==> src/rtl/trig_route_pkg.sv <==
package trig_route_pkg;

    // Fixed source codes; bus line j uses SRC_BUS_BASE + j.
    localparam int SRC_SW_CODE   = 0;
    localparam int SRC_ANA_CODE  = 1;
    localparam int SRC_STAR_CODE = 2;
    localparam int SRC_BUS_BASE  = 3;

    typedef enum logic {
        ED_MASK  = 1'b0,
        ED_ARMED = 1'b1
    } edge_st_e;

    typedef enum logic {
        PL_IDLE = 1'b0,
        PL_HIGH = 1'b1
    } pulse_st_e;

endpackage

==> src/rtl/trig_cfg_regs.sv <==
module trig_cfg_regs #(
    parameter int SRC_W = 4
) (
    input  logic             clk,
    input  logic             rst_n,
    input  logic             cfg_we,
    input  logic [SRC_W-1:0] cfg_src,
    input  logic             cfg_fall,
    input  logic             cfg_exp_en,
    output logic [SRC_W-1:0] src_q,
    output logic             fall_q,
    output logic             exp_q
);

    always_ff @(posedge clk) begin
        if (!rst_n) begin
            src_q  <= '0;
            fall_q <= 1'b0;
            exp_q  <= 1'b0;
        end else if (cfg_we) begin
            src_q  <= cfg_src;
            fall_q <= cfg_fall;
            exp_q  <= cfg_exp_en;
        end
    end

endmodule

==> src/rtl/trig_sync_bank.sv <==
module trig_sync_bank #(
    parameter int LINES  = 10,
    parameter int STAGES = 2
) (
    input  logic             clk,
    input  logic             rst_n,
    input  logic [LINES-1:0] raw,
    output logic [LINES-1:0] synced
);

    for (genvar g = 0; g < LINES; g++) begin : g_line
        logic [STAGES-1:0] chain;

        always_ff @(posedge clk) begin
            if (!rst_n) begin
                chain <= '0;
            end else begin
                chain <= {chain[STAGES-2:0], raw[g]};
            end
        end

        assign synced[g] = chain[STAGES-1];
    end

endmodule

==> src/rtl/trig_edge_det.sv <==
module trig_edge_det
    import trig_route_pkg::*;
#(
    parameter int NLINE = 10,
    parameter int SRC_W = 4
) (
    input  logic             clk,
    input  logic             rst_n,
    input  logic             cfg_we,
    input  logic [SRC_W-1:0] src_q,
    input  logic             fall_q,
    input  logic             sw_strobe,
    input  logic [NLINE-1:0] lines,
    output logic             trig_evt
);

    edge_st_e st, st_nx;
    logic     sel_val;
    logic     line_ok;
    logic     prev;
    logic     hit;

    // Line i of the packed vector answers to source code i+1.
    always_comb begin
        sel_val = 1'b0;
        line_ok = 1'b0;
        for (int i = 0; i < NLINE; i++) begin
            if (int'(src_q) == i + 1) begin
                sel_val = lines[i];
                line_ok = 1'b1;
            end
        end
    end

    always_comb begin
        st_nx = st;
        unique case (st)
            ED_MASK:  st_nx = cfg_we ? ED_MASK : ED_ARMED;
            ED_ARMED: st_nx = cfg_we ? ED_MASK : ED_ARMED;
            default:  st_nx = ED_MASK;
        endcase
    end

    always_comb begin
        hit = 1'b0;
        if (st == ED_ARMED) begin
            if (int'(src_q) == SRC_SW_CODE) begin
                hit = sw_strobe;
            end else if (line_ok) begin
                hit = fall_q ? (prev & ~sel_val) : (~prev & sel_val);
            end
        end
    end

    always_ff @(posedge clk) begin
        if (!rst_n) st <= ED_MASK;
        else        st <= st_nx;
    end

    always_ff @(posedge clk) begin
        if (!rst_n) begin
            prev     <= 1'b0;
            trig_evt <= 1'b0;
        end else begin
            prev     <= sel_val;
            trig_evt <= hit;
        end
    end

    p_mask_r7: assert property (@(posedge clk) disable iff (!rst_n)
        cfg_we |=> ##1 !trig_evt);

    p_sw_r5: assert property (@(posedge clk) disable iff (!rst_n)
        (sw_strobe && int'(src_q) == SRC_SW_CODE && st == ED_ARMED) |=> trig_evt);

    // Inputs hold each level for at least two cycles.
    p_single_r11: assert property (@(posedge clk) disable iff (!rst_n)
        (trig_evt && int'(src_q) != SRC_SW_CODE) |=> !trig_evt);

endmodule

==> src/rtl/trig_pulse_gen.sv <==
module trig_pulse_gen
    import trig_route_pkg::*;
#(
    parameter int PULSE_CYC = 2
) (
    input  logic clk,
    input  logic rst_n,
    input  logic evt,
    input  logic exp_en,
    output logic pulse_out
);

    localparam int CNT_W = (PULSE_CYC > 1) ? $clog2(PULSE_CYC) : 1;
    localparam logic [CNT_W-1:0] RELOAD = CNT_W'(PULSE_CYC - 1);

    pulse_st_e        st, st_nx;
    logic [CNT_W-1:0] cnt, cnt_nx;
    logic             fire;

    assign fire = evt & exp_en;

    always_comb begin
        st_nx  = st;
        cnt_nx = cnt;
        unique case (st)
            PL_IDLE: begin
                if (fire) begin
                    st_nx  = PL_HIGH;
                    cnt_nx = RELOAD;
                end
            end
            PL_HIGH: begin
                if (fire) begin
                    cnt_nx = RELOAD;
                end else if (cnt == '0) begin
                    st_nx = PL_IDLE;
                end else begin
                    cnt_nx = cnt - 1'b1;
                end
            end
            default: st_nx = PL_IDLE;
        endcase
    end

    always_ff @(posedge clk) begin
        if (!rst_n) begin
            st  <= PL_IDLE;
            cnt <= '0;
        end else begin
            st  <= st_nx;
            cnt <= cnt_nx;
        end
    end

    always_comb begin
        pulse_out = (st == PL_HIGH);
    end

    p_start_r8: assert property (@(posedge clk) disable iff (!rst_n)
        (evt && exp_en) |=> pulse_out);

    p_idle_r9: assert property (@(posedge clk) disable iff (!rst_n)
        (!pulse_out && !(evt && exp_en)) |=> !pulse_out);

endmodule

==> src/rtl/trig_route_top.sv <==
module trig_route_top
    import trig_route_pkg::*;
#(
    parameter int BUS_W     = 8,
    parameter int SYNC_STG  = 2,
    parameter int PULSE_CYC = 2,
    localparam int NLINE    = BUS_W + 2,
    localparam int SRC_W    = $clog2(SRC_BUS_BASE + BUS_W)
) (
    input  logic             clk,
    input  logic             rst_n,
    input  logic             cfg_we,
    input  logic [SRC_W-1:0] cfg_src,
    input  logic             cfg_fall,
    input  logic             cfg_exp_en,
    input  logic             sw_strobe,
    input  logic             ana_lvl,
    input  logic             star_in,
    input  logic [BUS_W-1:0] bus_in,
    output logic             trig_evt,
    output logic             trig_out
);

    logic [SRC_W-1:0] src_q;
    logic             fall_q;
    logic             exp_q;
    logic [NLINE-1:0] raw_lines;
    logic [NLINE-1:0] sync_lines;

    assign raw_lines = {bus_in, star_in, ana_lvl};

    trig_cfg_regs #(.SRC_W(SRC_W)) u_cfg (
        .clk       (clk),
        .rst_n     (rst_n),
        .cfg_we    (cfg_we),
        .cfg_src   (cfg_src),
        .cfg_fall  (cfg_fall),
        .cfg_exp_en(cfg_exp_en),
        .src_q     (src_q),
        .fall_q    (fall_q),
        .exp_q     (exp_q)
    );

    trig_sync_bank #(.LINES(NLINE), .STAGES(SYNC_STG)) u_sync (
        .clk   (clk),
        .rst_n (rst_n),
        .raw   (raw_lines),
        .synced(sync_lines)
    );

    trig_edge_det #(.NLINE(NLINE), .SRC_W(SRC_W)) u_edge (
        .clk      (clk),
        .rst_n    (rst_n),
        .cfg_we   (cfg_we),
        .src_q    (src_q),
        .fall_q   (fall_q),
        .sw_strobe(sw_strobe),
        .lines    (sync_lines),
        .trig_evt (trig_evt)
    );

    trig_pulse_gen #(.PULSE_CYC(PULSE_CYC)) u_pulse (
        .clk      (clk),
        .rst_n    (rst_n),
        .evt      (trig_evt),
        .exp_en   (exp_q),
        .pulse_out(trig_out)
    );

endmodule

==> config.mk <==
export PLATFORM = sky130hd
export DESIGN_NAME = trig_route_top
export DESIGN_NICKNAME = d
export VERILOG_FILES = /design/src/rtl/trig_route_pkg.sv /design/src/rtl/trig_cfg_regs.sv /design/src/rtl/trig_sync_bank.sv /design/src/rtl/trig_edge_det.sv /design/src/rtl/trig_pulse_gen.sv /design/src/rtl/trig_route_top.sv
export SDC_FILE = /design/constraint.sdc
export NUM_CORES = 1
export LEC_CHECK = 0
export BUFFER_PORTS_ARGS = -buffer_cell sky130_fd_sc_hd__buf_4
export CAP_MARGIN = 30
export CORE_AREA = 2 2 72 61
export DETAILED_ROUTE_END_ITERATION = 7
export DIE_AREA = 0 0 74 63
export PLACE_DENSITY = 0.49
export SLEW_MARGIN = 10
export SYNTH_ARGS = -nofsm -noshare
export SYNTH_HDL_FRONTEND = slang
export SYNTH_HIERARCHICAL = 1
export SYNTH_SLANG_ARGS = --single-unit
==> constraint.sdc <==
create_clock -name clk -period 2.4 [get_ports clk]
set_input_delay 0.48 -clock clk [delete_from_list [all_inputs] [get_ports clk]]
set_output_delay 0.48 -clock clk [all_outputs]
set_load 0.02 [all_outputs]
==> flow_summary.json <==
{
  "die_y_um": 63,
  "clock_latency_ns": 0.28,
  "setup_tns_ns": 0,
  "yosys-top-cells-area": "dfxtp_1 51%, and2_2 6.8%, mux2i_1 6.6%, buf_4 6.2%, and2_1 5.7%",
  "cpPeakStageDelay_ns": 0.55,
  "post-place-ws_ns": 0.760,
  "crit_path_top_delay_cell": "dfxtp_1",
  "regToRegSetupSlack_ns": 0.74,
  "io_buffer_count": 21,
  "drv_slew": 0,
  "fin_area_sq_um": 1410,
  "pwr-share-comb_pct": 7.8,
  "grt-ovfl-total": 0,
  "antenna_found_initial": 0,
  "cts.sinks": 31,
  "synth_top_area_share_pct": 51.2,
  "htree_levels": 2,
  "synth_fp_nets": 128,
  "synth_cell_types": 27,
  "ys_ff_latch": 31,
  "grt_pass1_vias": 678,
  "ys_warn_count": 6,
  "clock_tree.buffer_depth": 2,
  "clkTransAtPathRegs_ns": 0.07,
  "fmax_mhz": 603,
  "r2r_cells": 5,
  "start_kind": "flip-flop",
  "syn_to_final_growth_pct": 16.3,
  "dpl-instance-area_sq_um": 1320,
  "skew_ns": 0.00547,
  "ios": 22,
  "rr_endpoint": "u_edge/trig_evt$_SDFF_PN0_",
  "setup.worst_path.end_class": "flip-flop",
  "p_int_w": 0.000792,
  "crit_type": "reg -> reg",
  "cts-root-buf": "clkbuf_8",
  "antennaDiodeCount": 0,
  "min_to": "u_sync/g_line[0].chain[0]$_SDFF_PN0_",
  "multi_input_area_sq_um": 467,
  "pwr-share-seq_pct": 54.0,
  "switching_share_pct": 23.1,
  "syn-instance-count": 108,
  "status": "finished, final reports clean",
  "ys_async_sr_fraction_pct": 0,
  "drv_cap": 0,
  "routed_wl_um": 1740,
  "die_w_um": 74,
  "cts_inserted_buffers": 5,
  "min_from": "ana_lvl",
  "rsz0062_at_grt": "no",
  "die_area_sq_um": 4660,
  "rows": 21,
  "hold_class": "in -> reg",
  "hold_buffers": 0,
  "track_usage_pct": 8.99,
  "coreArea_sq_um": 3970,
  "yosysMostFrequentCell": "dfxtp_1",
  "drt_iter0_drc": 24,
  "n_fill_cell": 414,
  "start_util_pct": 30.5,
  "crit_chain": "mux2_4 > a221oi_4 > nor4_1 > a41oi_1 > a31oi_1",
  "crit_arrival_ns": 1.82,
  "fin_total_pwr_w": 0.00103,
  "yosysSeqAreaShare_pct": 51.2,
  "ys_top_cells_by_count": "31 x dfxtp_1, 11 x and2_1, 11 x and2_2",
  "drive_gt1_share_pct": 35.0,
  "worstMarginPinSlew_ns": 0.375,
  "grt_pass1_wl_um": 2990,
  "ant_nets": 0,
  "switchingPower_w": 0.000237,
  "grt_start_max_net_pins": 32,
  "period_minus_slack_ns": 1.66,
  "crit_start": "u_cfg/src_q[0]$_SDFFE_PN0P_",
  "num_vias": 722,
  "vdd_drop_max_mv": 0.279,
  "fin_crit_sh_pct": 69.1,
  "setup_viol": 0,
  "cp.required_ns": 2.57,
  "dr.pass1.iters": 3,
  "path_max_fanout": 9,
  "num-nets-final": 142,
  "tritoncts": "yes",
  "register_area_sq_um": 621,
  "layout_setup_ws_ns": 0.742,
  "cts_setup_buffers": 0,
  "p_per_area_nw_per_um2": 731,
  "slew_headroom_pct": 74.9,
  "rr_startpoint": "u_cfg/src_q[0]$_SDFFE_PN0P_",
  "hold_violations": 0,
  "p_leak_nw": 0.579,
  "p_clk_share_pct": 38.2,
  "hold_depth": 2,
  "wire_per_inst_um": 9.67,
  "post-route-drc-count": 0,
  "post_drt_via_cell_ratio": 4.01,
  "routabilityCongestion": 0.700,
  "synthesis.area_sq_um": 1210,
  "cts_resized": 0,
  "synth_edf_count": 0,
  "syn_area_per_cell_sq_um": 11.2,
  "synth_top_flop_cell": "dfxtp_1",
  "synth_top_cell_by_area": "dfxtp_1"
}
registers in the layout (all words and copies together) (netlist names):
name                 count
u_edge/st                1
u_pulse/pulse_out        1
u_pulse/cnt              1
u_cfg/exp_q              1
u_edge/trig_evt          1
u_cfg/src_q              4
u_sync/g_line.chain     20
u_edge/prev              1
u_cfg/fall_q             1
how the worst max path moves through the flow:
stage | endpoint | depth (start not counted)
floorplan | u_edge/trig_evt$_SDFF_PN0_ | 6
detailed placement | u_edge/trig_evt$_SDFF_PN0_ | 5
global placement | u_edge/trig_evt$_SDFF_PN0_ | 5
finish | u_edge/trig_evt$_SDFF_PN0_ | 5
global route | u_edge/trig_evt$_SDFF_PN0_ | 4
CTS | u_edge/trig_evt$_SDFF_PN0_ | 5
worst max-delay path, delay by kind of cell (launching register included):
family	cells	cell delay (ns)
compound gates	3	0.57
mux	1	0.35
simple gates	1	0.08
flops	1	0.55
kinds of logic after synthesis:
family                 share of synthesized area (%)
buffers and inverters                           10.2
muxes                                           8.78
and+or+nand+nor                                 21.3
DFF                                             51.2
AOI/OAI and AO/OA                               8.47
layout by cell type (no fill, tap or decap), types with 2 or more instances in the layout:
cell type   instances
mux2i_1             8
buf_4              21
and2_2             11
and2_1             11
nor2b_1             9
clkbuf_8            5
dfxtp_1            31
clkinvlp_4          2
nand2_1             3
nor4_1              2
a31oi_1             2
metrics by stage:
step                      hold WS (ns)  util (%)  std cells
after CTS                        0.384      35.5        180
after global routing             0.394      35.5        180
after floorplan                  0.412         -        108
after global placement           0.427      33.3        172
final                            0.394      35.5        180
after detailed placement         0.423      33.3        172
power by group through the flow:
stage,combinational [W],clock [W],sequential [W]
6_report,0.0000803,0.000393,0.000556
4_1_cts,0.0000818,0.000413,0.000556
3_5_place_dp,0.0000816,0,0.000567
2_1_floorplan,0.0000652,0,0.000562
3_3_place_gp,0.0000798,0,0.000567
5_1_grt,0.0000903,0.000438,0.000558
metal layers:
layer | vias to the layer above | part of all wire, % | global-route usage [%]
li1 | 378 | - | -
met1 | 323 | 46 | 10.4
met2 | 16 | 46 | 12.2
met3 | 5 | 5.3 | 5.32
met4 | 0 | 2.3 | 6.14
met5 | - | 0 | 0
final cells by class:
| type | count | area share [%] |
|---|---|---|
| clock inverters | 3 | 1.42 |
| clock buffers | 5 | 4.88 |
| flip-flops and latches | 31 | 44.0 |
| inverters | 1 | 0.266 |
| multi-input cells | 62 | 33.1 |
| well taps | 57 | 5.06 |
| repair buffers | 21 | 11.2 |
Power figures use the tool's default switching activity.
